**src/rtl/ircg_pkg.sv**
```systemverilog
package ircg_pkg;
  localparam int SEL_W = 3;

  // Carrier period in system clocks for each select code
  function automatic int unsigned ircg_ratio(input logic [SEL_W-1:0] code);
    case (code)
      3'd0:    return 6;
      3'd1:    return 36;
      3'd2:    return 50;
      3'd3:    return 53;
      3'd4:    return 56;
      3'd5:    return 61;
      3'd6:    return 64;
      default: return 74;
    endcase
  endfunction

  // Length of the active phase: one third of the period, rounded down
  function automatic int unsigned ircg_active(input int unsigned period);
    return period / 3;
  endfunction
endpackage

```
**src/rtl/ircg_divider.sv**
```systemverilog
module ircg_divider
  import ircg_pkg::*;
#(
  parameter int CNT_W = 7
) (
  input  logic             clk,
  input  logic             rst_n,
  input  logic             run,
  input  logic [SEL_W-1:0] sel,
  output logic [CNT_W-1:0] cnt,
  output logic [SEL_W-1:0] code_q,
  output logic             wrap
);
  logic [CNT_W-1:0] last_cnt;

  assign last_cnt = CNT_W'(ircg_ratio(code_q) - 1);
  assign wrap     = run && (cnt == last_cnt);

  always_ff @(posedge clk or negedge rst_n) begin
    if (!rst_n) begin
      cnt    <= '0;
      code_q <= '0;
    end else if (!run || wrap) begin
      cnt    <= '0;
      code_q <= sel;
    end else begin
      cnt    <= cnt + 1'b1;
    end
  end
endmodule

```
**src/rtl/ircg_shaper.sv**
```systemverilog
module ircg_shaper
  import ircg_pkg::*;
#(
  parameter int CNT_W = 7
) (
  input  logic [CNT_W-1:0] cnt,
  input  logic [SEL_W-1:0] code_q,
  input  logic             level_on,
  input  logic             carrier_en,
  input  logic             polarity,
  output logic             carrier_on,
  output logic             ir_drive
);
  logic [CNT_W-1:0] act_len;
  logic             emit;

  assign act_len    = CNT_W'(ircg_active(ircg_ratio(code_q)));
  assign carrier_on = cnt < act_len;
  assign emit       = level_on && (!carrier_en || carrier_on);
  assign ir_drive   = emit ? polarity : !polarity;
endmodule

```
**src/rtl/ir_carrier_gen.sv**
```systemverilog
module ir_carrier_gen
  import ircg_pkg::*;
#(
  parameter int CNT_W = 7
) (
  input  logic       clk,
  input  logic       rst_n,
  input  logic [2:0] sel_code,
  input  logic       polarity,
  input  logic       level_on,
  input  logic       carrier_en,
  output logic       ir_drive
);
  logic             run;
  logic             wrap;
  logic             carrier_on;
  logic [CNT_W-1:0] cnt;
  logic [SEL_W-1:0] code_q;

  assign run = level_on && carrier_en;

  ircg_divider #(.CNT_W(CNT_W)) u_div (
    .clk    (clk),
    .rst_n  (rst_n),
    .run    (run),
    .sel    (sel_code),
    .cnt    (cnt),
    .code_q (code_q),
    .wrap   (wrap)
  );

  ircg_shaper #(.CNT_W(CNT_W)) u_shape (
    .cnt        (cnt),
    .code_q     (code_q),
    .level_on   (level_on),
    .carrier_en (carrier_en),
    .polarity   (polarity),
    .carrier_on (carrier_on),
    .ir_drive   (ir_drive)
  );
endmodule

```
**config.mk**
```make
export PLATFORM = sky130hd
export DESIGN_NAME = ir_carrier_gen
export DESIGN_NICKNAME = d
export VERILOG_FILES = /design/src/rtl/ircg_pkg.sv /design/src/rtl/ircg_divider.sv /design/src/rtl/ircg_shaper.sv /design/src/rtl/ir_carrier_gen.sv
export SDC_FILE = /design/constraint.sdc
export NUM_CORES = 1
export LEC_CHECK = 0
export ABC_CLOCK_PERIOD_IN_PS = 2700
export BUFFER_PORTS_ARGS = -buffer_cell sky130_fd_sc_hd__clkbuf_2
export CAP_MARGIN = 0
export CORE_MARGIN = 10
export CORE_UTILIZATION = 51
export CTS_CLUSTER_DIAMETER = 50
export CTS_CLUSTER_SIZE = 28
export DETAILED_ROUTE_END_ITERATION = 7
export PLACE_DENSITY = 0.7
export SYNTH_ARGS = -nofsm -noshare
export SYNTH_HDL_FRONTEND = slang
export SYNTH_SLANG_ARGS = --single-unit
```
**constraint.sdc**
```tcl
create_clock -name clk -period 2.7 [get_ports clk]
set_input_delay 0.135 -clock clk [delete_from_list [all_inputs] [get_ports clk]]
set_output_delay 0.135 -clock clk [all_outputs]
set_load 0.01 [all_outputs]
```
==> summary.md <==
| Metric | Value |
|---|---|
| Setup TNS | 0 ps |
| Netlist Area Pre-Place | 846 um2 |
| Core ar. | between 1500 and 2000 um2 |
| Largest area contributor in the netlist | dfrtp_1 |
| Die ar. | between 3000 and 4000 um2 |
| Relative slew slack | between 70% and 80% |
| Gp weighted congestion | 0.813 |
| Sw power | 0.461 mW |
| Iter 0 DRT Violations | 13 |
| WS Path Type | flip-flop to flip-flop |
| Critical path peak fanout | 7 |
| Final ANT Viol Nets | 0 |
| I/O Buffers | 8 |
| Antenna diodes | 0 |
| Final Util | roughly 66% |
| WL/cell | about 16 um |
| Minimum clock period | ~2600 ps |
| H-tree depth | 1 |
| Synth area leaders | dfrtp_1 (30%), ha_1 (8.9%), mux2_4 (7.1%) |
| Flop pwr share | roughly 22% |
| Die height | around 60 um |
| TritonCTS clock tree | done |
| Via density | ~5.8 |
| Switch share | around 40% |
| HPWL Detailed | 1.44 mm |
| Power Density | 1120 nW/um2 |
| Initial core utilization | between 50% and 60% |
| Mean Syn Cell Area | about 9.5 um2 |
| Final nets | between 100 and 150 |
| Clock share of power | between 10% and 20% |
| Row Count | 14 |
| Status | finished clean |
| Fin. Hold Viols | 0 |
| Combinational share of power | ~67% |
| CTS root buffer | clkbuf_4 |
| Setup ws final | about 110 ps |
| Unrepaired setup endpoints after global routing | no |
| Clock Path Buffers | 2 |
| Routed WL | roughly 2 mm |
| Place WS | approximately 43 ps |
| Worst setup EP type | flip-flop |
| Hold Worst Slack | 112 ps |
| Clock Latency Late Sink | 260 ps |
| Yosys warns | 0 |
| Number of synthesized register bits | 10 |
| Synth unique cells | 35 |
| Fin crit share | between 90% and 100% |
| Top-area cell type share of the netlist area | about 30% |
| Gr ovfl total | 0 |
| Final setup vio count | 0 |
| Syn_nets | 103 |
| Worst EP arrival | about 2700 ps |
| Vias | 711 |
| Worst Tran Pin Value | about 340 ps |
| Min-Delay Path Class | primary input to flip-flop |
| Max Freq | 0.386 GHz |
| Critical path launch point | u_div.code_q[2] |
| Total GRT Usage | a little under an eighth |
| Largest net degree at the start of global routing | 11 |
| Worst Path Required | around 2900 ps |
| Clock sinks | 10 |
| Top-Level Pins | 9 |
| Worst VDD drop | 0.727 mV |
| First-pass GRT wire length | between 3 and 4 mm |
| LEAKAGE | 0.467 nW |
| Reg clk slew, reported paths | about 60 ps |
| Max Transition Viols Final | 0 |
| Vias in the first global route | 723 |
| Syn-to-layout area delta | 20.4% |
| Seq/Total Area, Yosys | between 20% and 30% |
| Cells after synthesis | 89 |
| Hold Startpoint | sel_code[0] |
| Clock buffer count from CTS | 3 |
| Max_cap viols | 0 |
| Clk_skew | between 2 and 3 ps |
| Share of cells above drive strength 1 | between 30% and 40% |
| Drt drc | 0 |
| Initial DRT Pass Iterations | 4 |
| Int Pwr | around 0.68 mW |
| Fillers | between 100 and 150 |
| Chip Width | a little over 60 um |
| CP Launch Type | flip-flop |
| RR Startpoint | u_div.code_q[2] |
| Initial antenna violation count | 0 |
-- critical path, cell delays in order (launching register included) --
cell,delay (ps)
dfrtp_2,440
and2_1,190
a21oi_2,140
ha_2,240
nand2b_1,80
and2_1,160
o311ai_2,290
a31oi_2,170
nor3b_4,370
buf_6,180
and2b_2,220
-- synth_stat cells (all sizes together) --
master  instances
nor2           12
dfrtp          10
xnor2           7
ha              6
xor2            5
mux2            4
nand2           4
a21oi           3
buf             3
inv             3
nand2b          3
nand3           3
and2            2
nor2b           2
nor3            2
or2             2
a211oi          1
a22o            1
a311o           1
a31oi           1
a32oi           1
a41oi           1
and2b           1
and3            1
and4b           1
clkbuf          1
nand4           1
nor3b           1
nor4b           1
o211ai          1
o21a            1
o21ai           1
o311ai          1
o31a            1
-- registers in the layout (all words and copies together) (netlist names) --
signal / cells
u_div.cnt: 7
u_div.code_q: 3
-- metrics by stage --
step                instances  cell area, um2  total power, mW
finish                    122            1020             1.14
floorplan                  89             846            0.758
detailed placement        115             931            0.923
global placement          115             931            0.902
CTS                       120             977             1.06
global route              122            1020             1.24
-- power groups by stage --
stage / Clock, mW / Sequential, mW / Combinational [mW]
after floorplan: 0 / 0.221 / 0.537
after global placement: 0 / 0.251 / 0.651
after detailed placement: 0 / 0.253 / 0.670
after CTS: 0.132 / 0.250 / 0.676
after global routing: 0.138 / 0.259 / 0.842
final: 0.129 / 0.251 / 0.756
-- layer usage --
| layer | part of all wire, % | global-route usage [%] | vias up |
|---|---|---|---|
| met2 | 53 | 19.8 | 19 |
| li1 | - | - | 348 |
| met3 | 3.4 | 1.25 | 4 |
| met4 | 1.2 | 5.02 | 0 |
| met1 | 42 | 13.9 | 340 |
| met5 | 0 | 0 | - |
-- cell usage in the layout, fill, tap and decap left out, types with 2 or more instances in the layout --
cell type   n
nor2_1     12
clkbuf_2    8
dfrtp_1     8
buf_4       7
xnor2_1     6
ha_1        5
mux2_4      4
nand2_1     4
xor2_1      4
nand2b_1    3
nand3_1     3
inv_1       3
clkbuf_4    3
nor2b_1     2
or2_2       2
nor3_1      2
and2_1      2
a21oi_1     2
dfrtp_2     2
-- repair_timing --
action | CTS | global route
endpoints found under the hold margin | 10 | 0
endpoints found under the setup margin | 0 | 10
setup buffers | 0 | 2
resized for setup | 0 | 7
hold buffers | 1 | 0
-- worst paths after layout --
kind	end	slack, ps	cells after the start
worst max register to register	u_div.cnt[1]	110	10
worst max-delay path	u_div.cnt[1]	110	10
worst min register to register	u_div.cnt[0]	570	1
min in group asynchronous	u_div.code_q[0]	260	2
worst min-delay path	u_div.code_q[0]	110	2
max in group asynchronous	u_div.code_q[2]	2230	2
-- layout make-up --
class                           count  area [um2]  share of cell area (%)
Timing Repair Buffer               17         114                    11.2
Inverter                            3        11.3                    1.11
Multi-Input combinational cell     72         584                    57.4
Sequential cell                    10         253                    24.8
Clock buffer                        4        36.3                    3.56
Tap cell                           16        20.0                    1.97
-- cells by family (layout without fill, tap and decap cells) --
| family | count (synthesis) | count (layout) | synth area share, % |
|---|---|---|---|
| muxes | 4 | 4 | 7.10 |
| adders and majority gates | 6 | 6 | 8.88 |
| xor gates and xnor gates | 12 | 12 | 13.3 |
| buffers and inverters | 7 | 24 | 3.70 |
| DFF | 10 | 10 | 29.6 |
| AOI/OAI and AO/OA | 14 | 14 | 13.6 |
| and+or+nand+nor | 36 | 36 | 23.8 |
Note: power is estimated with default switching activity, not from simulation.
